<file path="config.mk">
export PLATFORM = sky130hd
export DESIGN_NAME = dbg_serial_port
export DESIGN_NICKNAME = d
export VERILOG_FILES = /design/src/rtl/dbgp_pkg.sv /design/src/rtl/dbgp_sync.sv /design/src/rtl/dbgp_shift.sv /design/src/rtl/dbgp_ack.sv /design/src/rtl/dbg_serial_port.sv
export SDC_FILE = /design/constraint.sdc
export NUM_CORES = 1
export LEC_CHECK = 0
export ABC_AREA = 0
export BUFFER_PORTS_ARGS = -buffer_cell sky130_fd_sc_hd__buf_2
export CAP_MARGIN = 10
export CORE_AREA = 5 5 91 93
export CTS_BUF_LIST = sky130_fd_sc_hd__clkbuf_4
export DETAILED_ROUTE_END_ITERATION = 7
export DIE_AREA = 0 0 96 98
export GPL_ROUTABILITY_DRIVEN = 0
export PLACE_DENSITY = 0.68
export SKIP_CTS_REPAIR_TIMING = 1
export SLEW_MARGIN = 30
export SYNTH_ARGS = -nofsm -noshare
export SYNTH_HDL_FRONTEND = slang
export SYNTH_SLANG_ARGS = --single-unit
</file>
<file path="constraint.sdc">
create_clock -name clk -period 3.55 [get_ports clk]
set_clock_uncertainty 0.05 [all_clocks]
set_input_delay 0.71 -clock clk [delete_from_list [all_inputs] [get_ports clk]]
set_output_delay 0.71 -clock clk [all_outputs]
set_load 0.01 [all_outputs]
</file>
<file path="src/rtl/dbgp_pkg.sv">
package dbgp_pkg;

  typedef enum logic [2:0] {
    ST_NORM,   // not in debug mode
    ST_ACK,    // serial output held low
    ST_HOLD,   // waiting for request release
    ST_CMD,    // shifting command bits
    ST_DEC,    // decode finished command
    ST_RDOUT,  // presenting read data
    ST_WRIN,   // shifting write data
    ST_WRC     // commit write to register port
  } port_st_t;

endpackage

</file>
<file path="src/rtl/dbgp_sync.sv">
module dbgp_sync #(
  parameter int W = 1
) (
  input  logic         clk,
  input  logic         rst_n,
  input  logic [W-1:0] d,
  output logic [W-1:0] q
);

  logic [W-1:0] meta_q;
  logic [W-1:0] sync_q;

  always_ff @(posedge clk or negedge rst_n) begin
    if (!rst_n) begin
      meta_q <= '0;
      sync_q <= '0;
    end else begin
      meta_q <= d;
      sync_q <= meta_q;
    end
  end

  assign q = sync_q;

endmodule

</file>
<file path="src/rtl/dbgp_shift.sv">
module dbgp_shift #(
  parameter int W = 8
) (
  input  logic         clk,
  input  logic         rst_n,
  input  logic         load,
  input  logic [W-1:0] load_val,
  input  logic         shift,
  input  logic         sin,
  output logic [W-1:0] q
);

  logic [W-1:0] q_r;
  logic [W-1:0] q_n;

  always_comb begin
    q_n = q_r;
    if (load)       q_n = load_val;
    else if (shift) q_n = {q_r[W-2:0], sin};
  end

  always_ff @(posedge clk or negedge rst_n) begin
    if (!rst_n)              q_r <= '0;
    else if (load || shift)  q_r <= q_n;
  end

  assign q = q_r;

  // Load and shift requests come from the controller and must never collide
  AST_LOAD_SHIFT_EXCL: assert property (@(posedge clk) disable iff (!rst_n)
    !(load && shift));

  AST_SHIFT_IDLE_HOLD: assert property (@(posedge clk) disable iff (!rst_n)
    !(load || shift) |=> $stable(q_r));

endmodule

</file>
<file path="src/rtl/dbgp_ack.sv">
module dbgp_ack #(
  parameter int LEN = 2
) (
  input  logic clk,
  input  logic rst_n,
  input  logic active,
  output logic done
);

  localparam int CW = $clog2(LEN + 1);
  localparam logic [CW-1:0] LAST = CW'(LEN - 1);

  logic [CW-1:0] cnt_q;
  logic [CW-1:0] cnt_n;

  always_comb begin
    cnt_n = '0;
    if (active) cnt_n = cnt_q + 1'b1;
  end

  always_ff @(posedge clk or negedge rst_n) begin
    if (!rst_n) cnt_q <= '0;
    else        cnt_q <= cnt_n;
  end

  assign done = active && (cnt_q == LAST);

  AST_ACK_CNT_RANGE: assert property (@(posedge clk) disable iff (!rst_n)
    active |-> (cnt_q <= LAST));

endmodule

</file>
<file path="src/rtl/dbg_serial_port.sv">
module dbg_serial_port
  import dbgp_pkg::*;
#(
  parameter int CMD_W   = 8,
  parameter int ADDR_W  = 5,
  parameter int DATA_W  = 24,
  parameter int ACK_LEN = 2
) (
  input  logic              clk,
  input  logic              rst_n,
  input  logic              dbg_sclk,
  input  logic              dbg_sin,
  input  logic              dbg_req,
  output logic              dbg_sout,
  output logic              debug_mode,
  output logic [ADDR_W-1:0] reg_addr,
  output logic              reg_we,
  output logic [DATA_W-1:0] reg_wdata,
  input  logic [DATA_W-1:0] reg_rdata
);

  localparam int CNT_W = $clog2(DATA_W + 1);
  localparam logic [CNT_W-1:0] CMD_LAST  = CNT_W'(CMD_W - 1);
  localparam logic [CNT_W-1:0] DATA_LAST = CNT_W'(DATA_W - 1);
  localparam logic [CNT_W-1:0] DATA_END  = CNT_W'(DATA_W);

  // Reset: asserted asynchronously, released on a clock edge
  logic rst_sync_n;
  dbgp_sync #(.W(1)) u_rst_sync (
    .clk(clk), .rst_n(rst_n), .d(1'b1), .q(rst_sync_n)
  );

  // Input synchronizers for request, data and serial clock
  logic [2:0] in_raw;
  logic [2:0] in_syn;
  assign in_raw = {dbg_req, dbg_sin, dbg_sclk};
  dbgp_sync #(.W(3)) u_in_sync (
    .clk(clk), .rst_n(rst_sync_n), .d(in_raw), .q(in_syn)
  );

  logic sclk_s, sin_s, req_s, sclk_d;
  assign sclk_s = in_syn[0];
  assign sin_s  = in_syn[1];
  assign req_s  = in_syn[2];

  always_ff @(posedge clk or negedge rst_sync_n) begin
    if (!rst_sync_n) sclk_d <= 1'b0;
    else             sclk_d <= sclk_s;
  end

  logic sclk_rise, sclk_fall;
  assign sclk_rise =  sclk_s & ~sclk_d;
  assign sclk_fall = ~sclk_s &  sclk_d;

  // Controller state
  port_st_t             st_q, st_n, ret_q, ret_n;
  logic [CNT_W-1:0]     bcnt_q, bcnt_n;
  logic                 out_q, out_n;
  logic                 cmd_shift, dat_load, dat_shift, we_n;
  logic                 ack_low, ack_done;
  logic [CMD_W-1:0]     cmd_q;
  logic [DATA_W-1:0]    dat_q;
  logic                 xfer_busy;

  assign ack_low   = (st_q == ST_ACK);
  assign xfer_busy = (st_q == ST_CMD) || (st_q == ST_RDOUT) || (st_q == ST_WRIN);

  dbgp_shift #(.W(CMD_W)) u_cmd_shift (
    .clk(clk), .rst_n(rst_sync_n), .load(1'b0), .load_val('0),
    .shift(cmd_shift), .sin(sin_s), .q(cmd_q)
  );

  dbgp_shift #(.W(DATA_W)) u_dat_shift (
    .clk(clk), .rst_n(rst_sync_n), .load(dat_load), .load_val(reg_rdata),
    .shift(dat_shift), .sin(sin_s), .q(dat_q)
  );

  dbgp_ack #(.LEN(ACK_LEN)) u_ack (
    .clk(clk), .rst_n(rst_sync_n), .active(ack_low), .done(ack_done)
  );

  // Next-state logic
  always_comb begin
    st_n      = st_q;
    ret_n     = ret_q;
    bcnt_n    = bcnt_q;
    out_n     = out_q;
    cmd_shift = 1'b0;
    dat_load  = 1'b0;
    dat_shift = 1'b0;
    we_n      = 1'b0;
    if (xfer_busy && req_s) begin
      st_n  = ST_ACK;
      ret_n = ST_HOLD;
    end else begin
      unique case (st_q)
        ST_NORM: if (req_s) begin
          st_n  = ST_ACK;
          ret_n = ST_HOLD;
        end
        ST_ACK: if (ack_done) begin
          st_n   = ret_q;
          bcnt_n = '0;
          out_n  = 1'b1;
        end
        ST_HOLD: if (!req_s) begin
          st_n   = ST_CMD;
          bcnt_n = '0;
        end
        ST_CMD: if (sclk_fall) begin
          cmd_shift = 1'b1;
          bcnt_n    = bcnt_q + 1'b1;
          if (bcnt_q == CMD_LAST) st_n = ST_DEC;
        end
        ST_DEC: begin
          st_n = ST_ACK;
          if (cmd_q[CMD_W-1]) begin
            dat_load = 1'b1;
            ret_n    = ST_RDOUT;
          end else begin
            ret_n    = ST_WRIN;
          end
        end
        ST_RDOUT: begin
          if (sclk_rise && (bcnt_q < DATA_END)) begin
            out_n     = dat_q[DATA_W-1];
            dat_shift = 1'b1;
            bcnt_n    = bcnt_q + 1'b1;
          end else if (sclk_fall && (bcnt_q == DATA_END)) begin
            st_n   = ST_CMD;
            bcnt_n = '0;
            out_n  = 1'b1;
          end
        end
        ST_WRIN: if (sclk_fall) begin
          dat_shift = 1'b1;
          bcnt_n    = bcnt_q + 1'b1;
          if (bcnt_q == DATA_LAST) st_n = ST_WRC;
        end
        ST_WRC: begin
          we_n  = 1'b1;
          st_n  = ST_ACK;
          ret_n = ST_CMD;
        end
        default: st_n = ST_NORM;
      endcase
    end
  end

  // State registers
  always_ff @(posedge clk or negedge rst_sync_n) begin
    if (!rst_sync_n) begin
      st_q   <= ST_NORM;
      ret_q  <= ST_NORM;
      bcnt_q <= '0;
      out_q  <= 1'b1;
    end else begin
      st_q   <= st_n;
      ret_q  <= ret_n;
      bcnt_q <= bcnt_n;
      out_q  <= out_n;
    end
  end

  assign reg_we     = (st_q == ST_WRC);
  assign reg_addr   = cmd_q[ADDR_W-1:0];
  assign reg_wdata  = dat_q;
  assign debug_mode = (st_q != ST_NORM);
  assign dbg_sout   = ack_low ? 1'b0 : ((st_q == ST_RDOUT) ? out_q : 1'b1);

  // Command bits between the opcode and the address carry no meaning
  logic unused_rsv;
  assign unused_rsv = ^{cmd_q[CMD_W-2:ADDR_W], we_n};

  AST_IDLE_HIGH: assert property (@(posedge clk) disable iff (!rst_sync_n)
    !debug_mode |-> dbg_sout);

  AST_ACK_MIN_LEN: assert property (@(posedge clk) disable iff (!rst_sync_n)
    $rose(ack_low) |=> ack_low);

  AST_ACK_MAX_LEN: assert property (@(posedge clk) disable iff (!rst_sync_n)
    (ack_low && $past(ack_low)) |=> !ack_low);

  AST_HOLD_PARKED: assert property (@(posedge clk) disable iff (!rst_sync_n)
    (st_q == ST_HOLD && req_s) |=> (st_q == ST_HOLD));

  AST_READ_ACK: assert property (@(posedge clk) disable iff (!rst_sync_n)
    (st_q == ST_DEC && cmd_q[CMD_W-1]) |=> (ack_low && ret_q == ST_RDOUT));

  AST_WE_THEN_ACK: assert property (@(posedge clk) disable iff (!rst_sync_n)
    reg_we |=> (!reg_we && ack_low));

  AST_RESYNC_ACK: assert property (@(posedge clk) disable iff (!rst_sync_n)
    (xfer_busy && req_s) |=> (ack_low && ret_q == ST_HOLD));

endmodule

</file>
Word level (Yosys, flattened, before mapping) --
Index checks and enable logic that the tools add are counted.
Cells by class: add/sub/neg operators 2, equal/unequal tests 24, mux-type cells 39, bitwise operators 5, order comparisons 1, reductions and logical operators 20
Operator list (count):
- $mux 24 | 2
- $mux 3 | 12
- $mux 5 | 5
- $pmux 3 s7 | 1
- $pmux 5 s4 | 1
- $mux 1 | 13
- $eq 3x3->1 const B | 4
- $ne 3x3->1 const B | 4
- $eq 5x5->1 const B | 2
- $ne 3x1->1 const B | 3
- $ne 3x2->1 const B | 3
- $pmux 3 s3 | 1
- $reduce_and 9->1 | 1
- $reduce_bool 4->1 | 2
- $eq 3x2->1 const B | 2
- $reduce_and 6->1 | 1
- $add 5x1->5 const B | 1
- $eq 5x3->1 const B | 1
- $lt 5x5->1 const B | 1
- $logic_and 1x1->1 | 4
- $mux 2 | 2
- $ne 2x1->1 const B | 2
- $pmux 1 s2 | 2
- $reduce_and 2->1 | 2
- 12 further kinds | 19
Word-level totals: register bits 55

Longest topological paths before layout --
depth in word-level cells 8, mapped depth 8, depth with buffers taken out 7

Modules after synthesis --
A second synthesis with hierarchy kept.
Second synthesis, totals: cell total of the unflattened synthesis 275, area total of the unflattened synthesis 2762.6 µm²
Modules (own cells, without submodules):
- dbgp_shift at u_dat_shift | area each 1127.3 µm², cells an instance 104, times used 1
- dbg_serial_port | area each 962.2 µm², cells an instance 122, times used 1
- dbgp_shift at u_cmd_shift | area each 372.9 µm², cells an instance 34, times used 1
- dbgp_sync at u_in_sync | area each 150.1 µm², cells an instance 6, times used 1
- dbgp_ack | area each 100.1 µm², cells an instance 7, times used 1
- dbgp_sync at u_rst_sync | area each 50.0 µm², cells an instance 2, times used 1

Worst setup path after synthesis --
Ideal clock, no wire load.
path type register to register, from register bcnt_q[0], to register st_q[2], arrival time 1.876 ns, cell stages (with the launch flop) 8, required time 3.375 ns, path slack 1.499 ns, path through dfrtp_1 inv_1 ha_1 inv_1 or4_4 a211oi_2 o211ai_2 mux2_4
On the way: longest elaborated chain between the ends 4
Ends and longest elaborated chain:
- from (decl) | line dbg_serial_port.sv:57 | logic [CNT_W-1:0] bcnt_q, bcnt_n;
- from (signal assigned) | line dbg_serial_port.sv:160 | bcnt_q <= bcnt_n;
- $lt 5x5->1 or $eq 5x5->1 (tied branches) | line dbg_serial_port.sv:125, dbg_serial_port.sv:129
- $logic_and 1x1->1, on equally long branches | line dbg_serial_port.sv:125, dbg_serial_port.sv:129
- $ne 3x3->1 (no line)
- $reduce_and 9->1 (no line) *
- to (signal assigned) | line dbg_serial_port.sv:158 | st_q <= st_n;
- to (decl) | line dbg_serial_port.sv:56 | port_st_t st_q, st_n, ret_q, ret_n;
Every way passes the cells marked *; elsewhere a longest branch is shown, timed or not. A chain may end at the register's enable or synchronous reset.

Worst setup path in the final report --
from register st_q[2], to output port reg_we
On the way: longest elaborated chain between the ends 1
Ends and longest elaborated chain:
- $eq 3x3->1 | line dbg_serial_port.sv:165 | assign reg_we = (st_q == ST_WRC);
- to (decl) | line dbg_serial_port.sv:17 | output logic reg_we,
No other way between the ends.

==> summary.md <==
| Metric | Value |
|---|---|
| Synthesis Warnings | 0 |
| Setup TNS | 0 ns |
| Final Hold Fails | 0 |
| CTS clock-pin slew for the worst setup and hold paths | 0.14 ns |
| Vias per inst | 4.97 |
| # diodes | 0 |
| Cells along the critical path | inv_2, nor2_1, buf_2 |
| Core ar. | 0.00745 sq mm |
| I/O pin total | 61 |
| Post-route ant nets | 0 |
| Asr flop ratio synth | 100% |
| Die Span Y | 98 um |
| GRT Residual Overflow | 0 |
| Post-synthesis sequential area ratio | 48.8% |
| Pin count of the biggest net entering global routing | 49 |
| Top-area cell type share of the netlist area | 47.9% |
| Fillers | 756 |
| Largest stage delay, worst path | 0.92 ns |
| Max Cap Viol | 0 |
| CP startpoint kind | flip-flop |
| DP Worst Slack | 1.23 ns |
| Post-Syn Instances | 271 |
| CTS tree | done |
| Required time of the critical path | 2.79 ns |
| Row count | 32 |
| Initial Util | 37.9% |
| Dominant register cell in the synthesized netlist | dfrtp_1 |
| HPWL after detailed placement | 4160 um |
| Post-synthesis cell area | 0.00282 sq mm |
| Remaining routing DRC violations | 0 |
| Setup-failing EPs final | 0 |
| Routed via count | 2109 |
| Post-route clock period utilization | 71.5% |
| Unrepaired setup endpoints after global routing | no |
| Count of final max-slew check failures | 0 |
| Syn_nets | 303 |
| Final WS setup | 1.01 ns |
| Routed WL per cell | 13.3 um |
| Initial antenna violation count | 0 |
| Max Fclk | 394 MHz |
| Total GRT Usage | 12.9% |
| Area leader, netlist | dfrtp_1 |
| 1st-iter DRT viols | 144 |
| Clock root cell | clkbuf_4 |
| Slew headroom | 44.0% |
| Synth top area cells | dfrtp_1, mux2i_1, nand2_1, o21ai_1, mux2_1 |
| IO Port Bufs | 60 |
| Layout Nets | 353 |
| Critical-path top delay cell | dfrtp_1 |
| Leakage power | 0.00146 uW |
| Arrival time worst endpoint | 1.78 ns |
| Die outline area | 0.00941 sq mm |
| CTS Sinks | 55 |
| Layout area overhead | 13.2% |
| PD cells | 709 mW/mm^2 |
| DRT Wirelength | 5650 um |
| Critical path capture point type | output pin |
| EDFF count, synth | 0 |
| CP Class | reg2out |
| Detailed Routing Iterations Pass 1 | 4 |
| Slew @ Worst Pin | 0.840 ns |
| Vias in the first global route | 2149 |
| Layout cells sized above 1 | 26.7% |
| Worst Path Max Fanout | 24 |
| Status | complete, no violations |
| Multi-input gate area | 0.00128 sq mm |
| Worst vdd ir | 0.345 mV |
| Chip width | 96 um |
| Clock Latency Late Sink | 0.37 ns |
| First-pass GRT wire length | 10000 um |
| Num CTS Buffers | 5 |
| Min-delay worst type | in2async |
| Post-synthesis cell type count | 58 |
| Post-layout min period | 2.54 ns |
| Clock Tree Buf Depth | 2 |
| H-tree depth | 2 |
| #FFs+latches synth | 55 |
| Synth Area per Inst | 10.4 sq um |
| Register area | 0.00138 sq mm |
[report_power, final]
part | switching (uW) | internal [uW]
clock network | 183 | 81.6
logic | 505 | 426
registers | 243 | 826
total | 931 | 1330
[metal layers]
| metal | global-route usage, % | vias to the layer above | share of wire (%) |
|---|---|---|---|
| met5 | 0 | - | 0 |
| met4 | 3.28 | 0 | 1.0 |
| met3 | 2.77 | 7 | 5.4 |
| met2 | 20.9 | 55 | 49 |
| met1 | 17.5 | 1004 | 45 |
| li1 | - | 1043 | - |
[worst paths after layout]
| path | from | slack (ns) | to | cells after the start |
|---|---|---|---|---|
| min in group clk | u_in_sync.meta_q[1] | 0.31 | u_in_sync.q[1] | 0 |
| hold / removal | rst_n | 0.04 | u_rst_sync.q | 1 |
| setup reg to reg | st_q[1] | 1.21 | bcnt_q[4] | 4 |
| hold reg to reg | u_rst_sync.q | 0.21 | u_cmd_shift.q[0] | 0 |
| setup / recovery | st_q[2] | 1.01 | reg_we | 3 |
| max in group asynchronous | u_rst_sync.q | 2.49 | u_dat_shift.q[17] | 1 |
[through the flow]
step / util, % / power [uW] / area (sq um) / hold slack (ns) / std cells
after global placement: 42.2 / 1990 / 3140 / 0.226 / 416
after detailed placement: 42.2 / 2020 / 3140 / 0.226 / 416
final: 42.9 / 2260 / 3190 / 0.0442 / 424
after floorplan: - / 1750 / 2820 / 0.281 / 271
after CTS: 42.9 / 2290 / 3190 / 0.0344 / 424
after global routing: 42.9 / 2470 / 3190 / 0.0200 / 424
[synth_stat cells, types with 4 or more instances]
master	number
mux2_1	9
buf_4	9
mux2i_1	26
dfrtp_1	54
buf_2	5
nor2b_1	4
a21oi_1	8
nand2_1	39
inv_1	6
o21ai_1	29
nor2_1	12
nand4_1	4
nand2b_1	6
[state kept, by name (all words and copies together) (netlist names)]
name               count
u_cmd_shift.q          8
ret_q                  3
u_rst_sync.q           1
sclk_d                 1
u_ack.cnt_q            2
bcnt_q                 5
u_rst_sync.meta_q      1
u_in_sync.meta_q       3
u_dat_shift.q         24
out_q                  1
st_q                   3
u_in_sync.q            3
[cell families (layout without fill, tap and decap cells)]
kind of cell               after synthesis  count (layout)  share of synthesized area (%)
and+or+nand+nor                         84              84                           15.7
AOI/OAI and AO/OA                       62              62                           13.9
DFF                                     55              55                           48.8
muxes                                   36              36                           13.3
buffers and inverters                   28              79                           6.16
adders and majority gates                3               3                           1.33
xor gates and xnor gates                 2               2                          0.621
other                                    1               1                          0.133
[worst max-delay path: cells and delay by family (launching register included)]
| family | cells | cell delay (ns) |
|---|---|---|
| buffers and inverters | 2 | 0.35 |
| flip-flops | 1 | 0.92 |
| AND/OR/NAND/NOR | 1 | 0.15 |
[cell type report]
type / instances / share of cell area (%)
multi-input cells: 188 / 40.1
inverters: 8 / 0.940
flip-flops and latches: 55 / 43.2
well taps: 102 / 4.00
clock inverters: 2 / 0.235
repair buffers: 63 / 10.1
clock buffers: 6 / 1.41
[cells in the final DEF (no fill, tap or decap), types with 2 or more instances in the layout]
master,instances
buf_2,60
dfrtp_1,53
nand2_1,39
o21ai_1,28
mux2i_1,26
nor2_1,12
mux2_1,9
a21oi_1,8
inv_1,6
nand2b_1,6
clkbuf_4,6
nor2b_1,4
nand4_1,4
nand3_1,3
a31oi_1,3
ha_1,3
buf_4,3
inv_2,2
nor3_1,2
and4b_1,2
o22ai_1,2
a41oi_1,2
o21ai_0,2
o211ai_1,2
o31ai_1,2
clkinv_1,2
(Power assumes the default switching activity.)
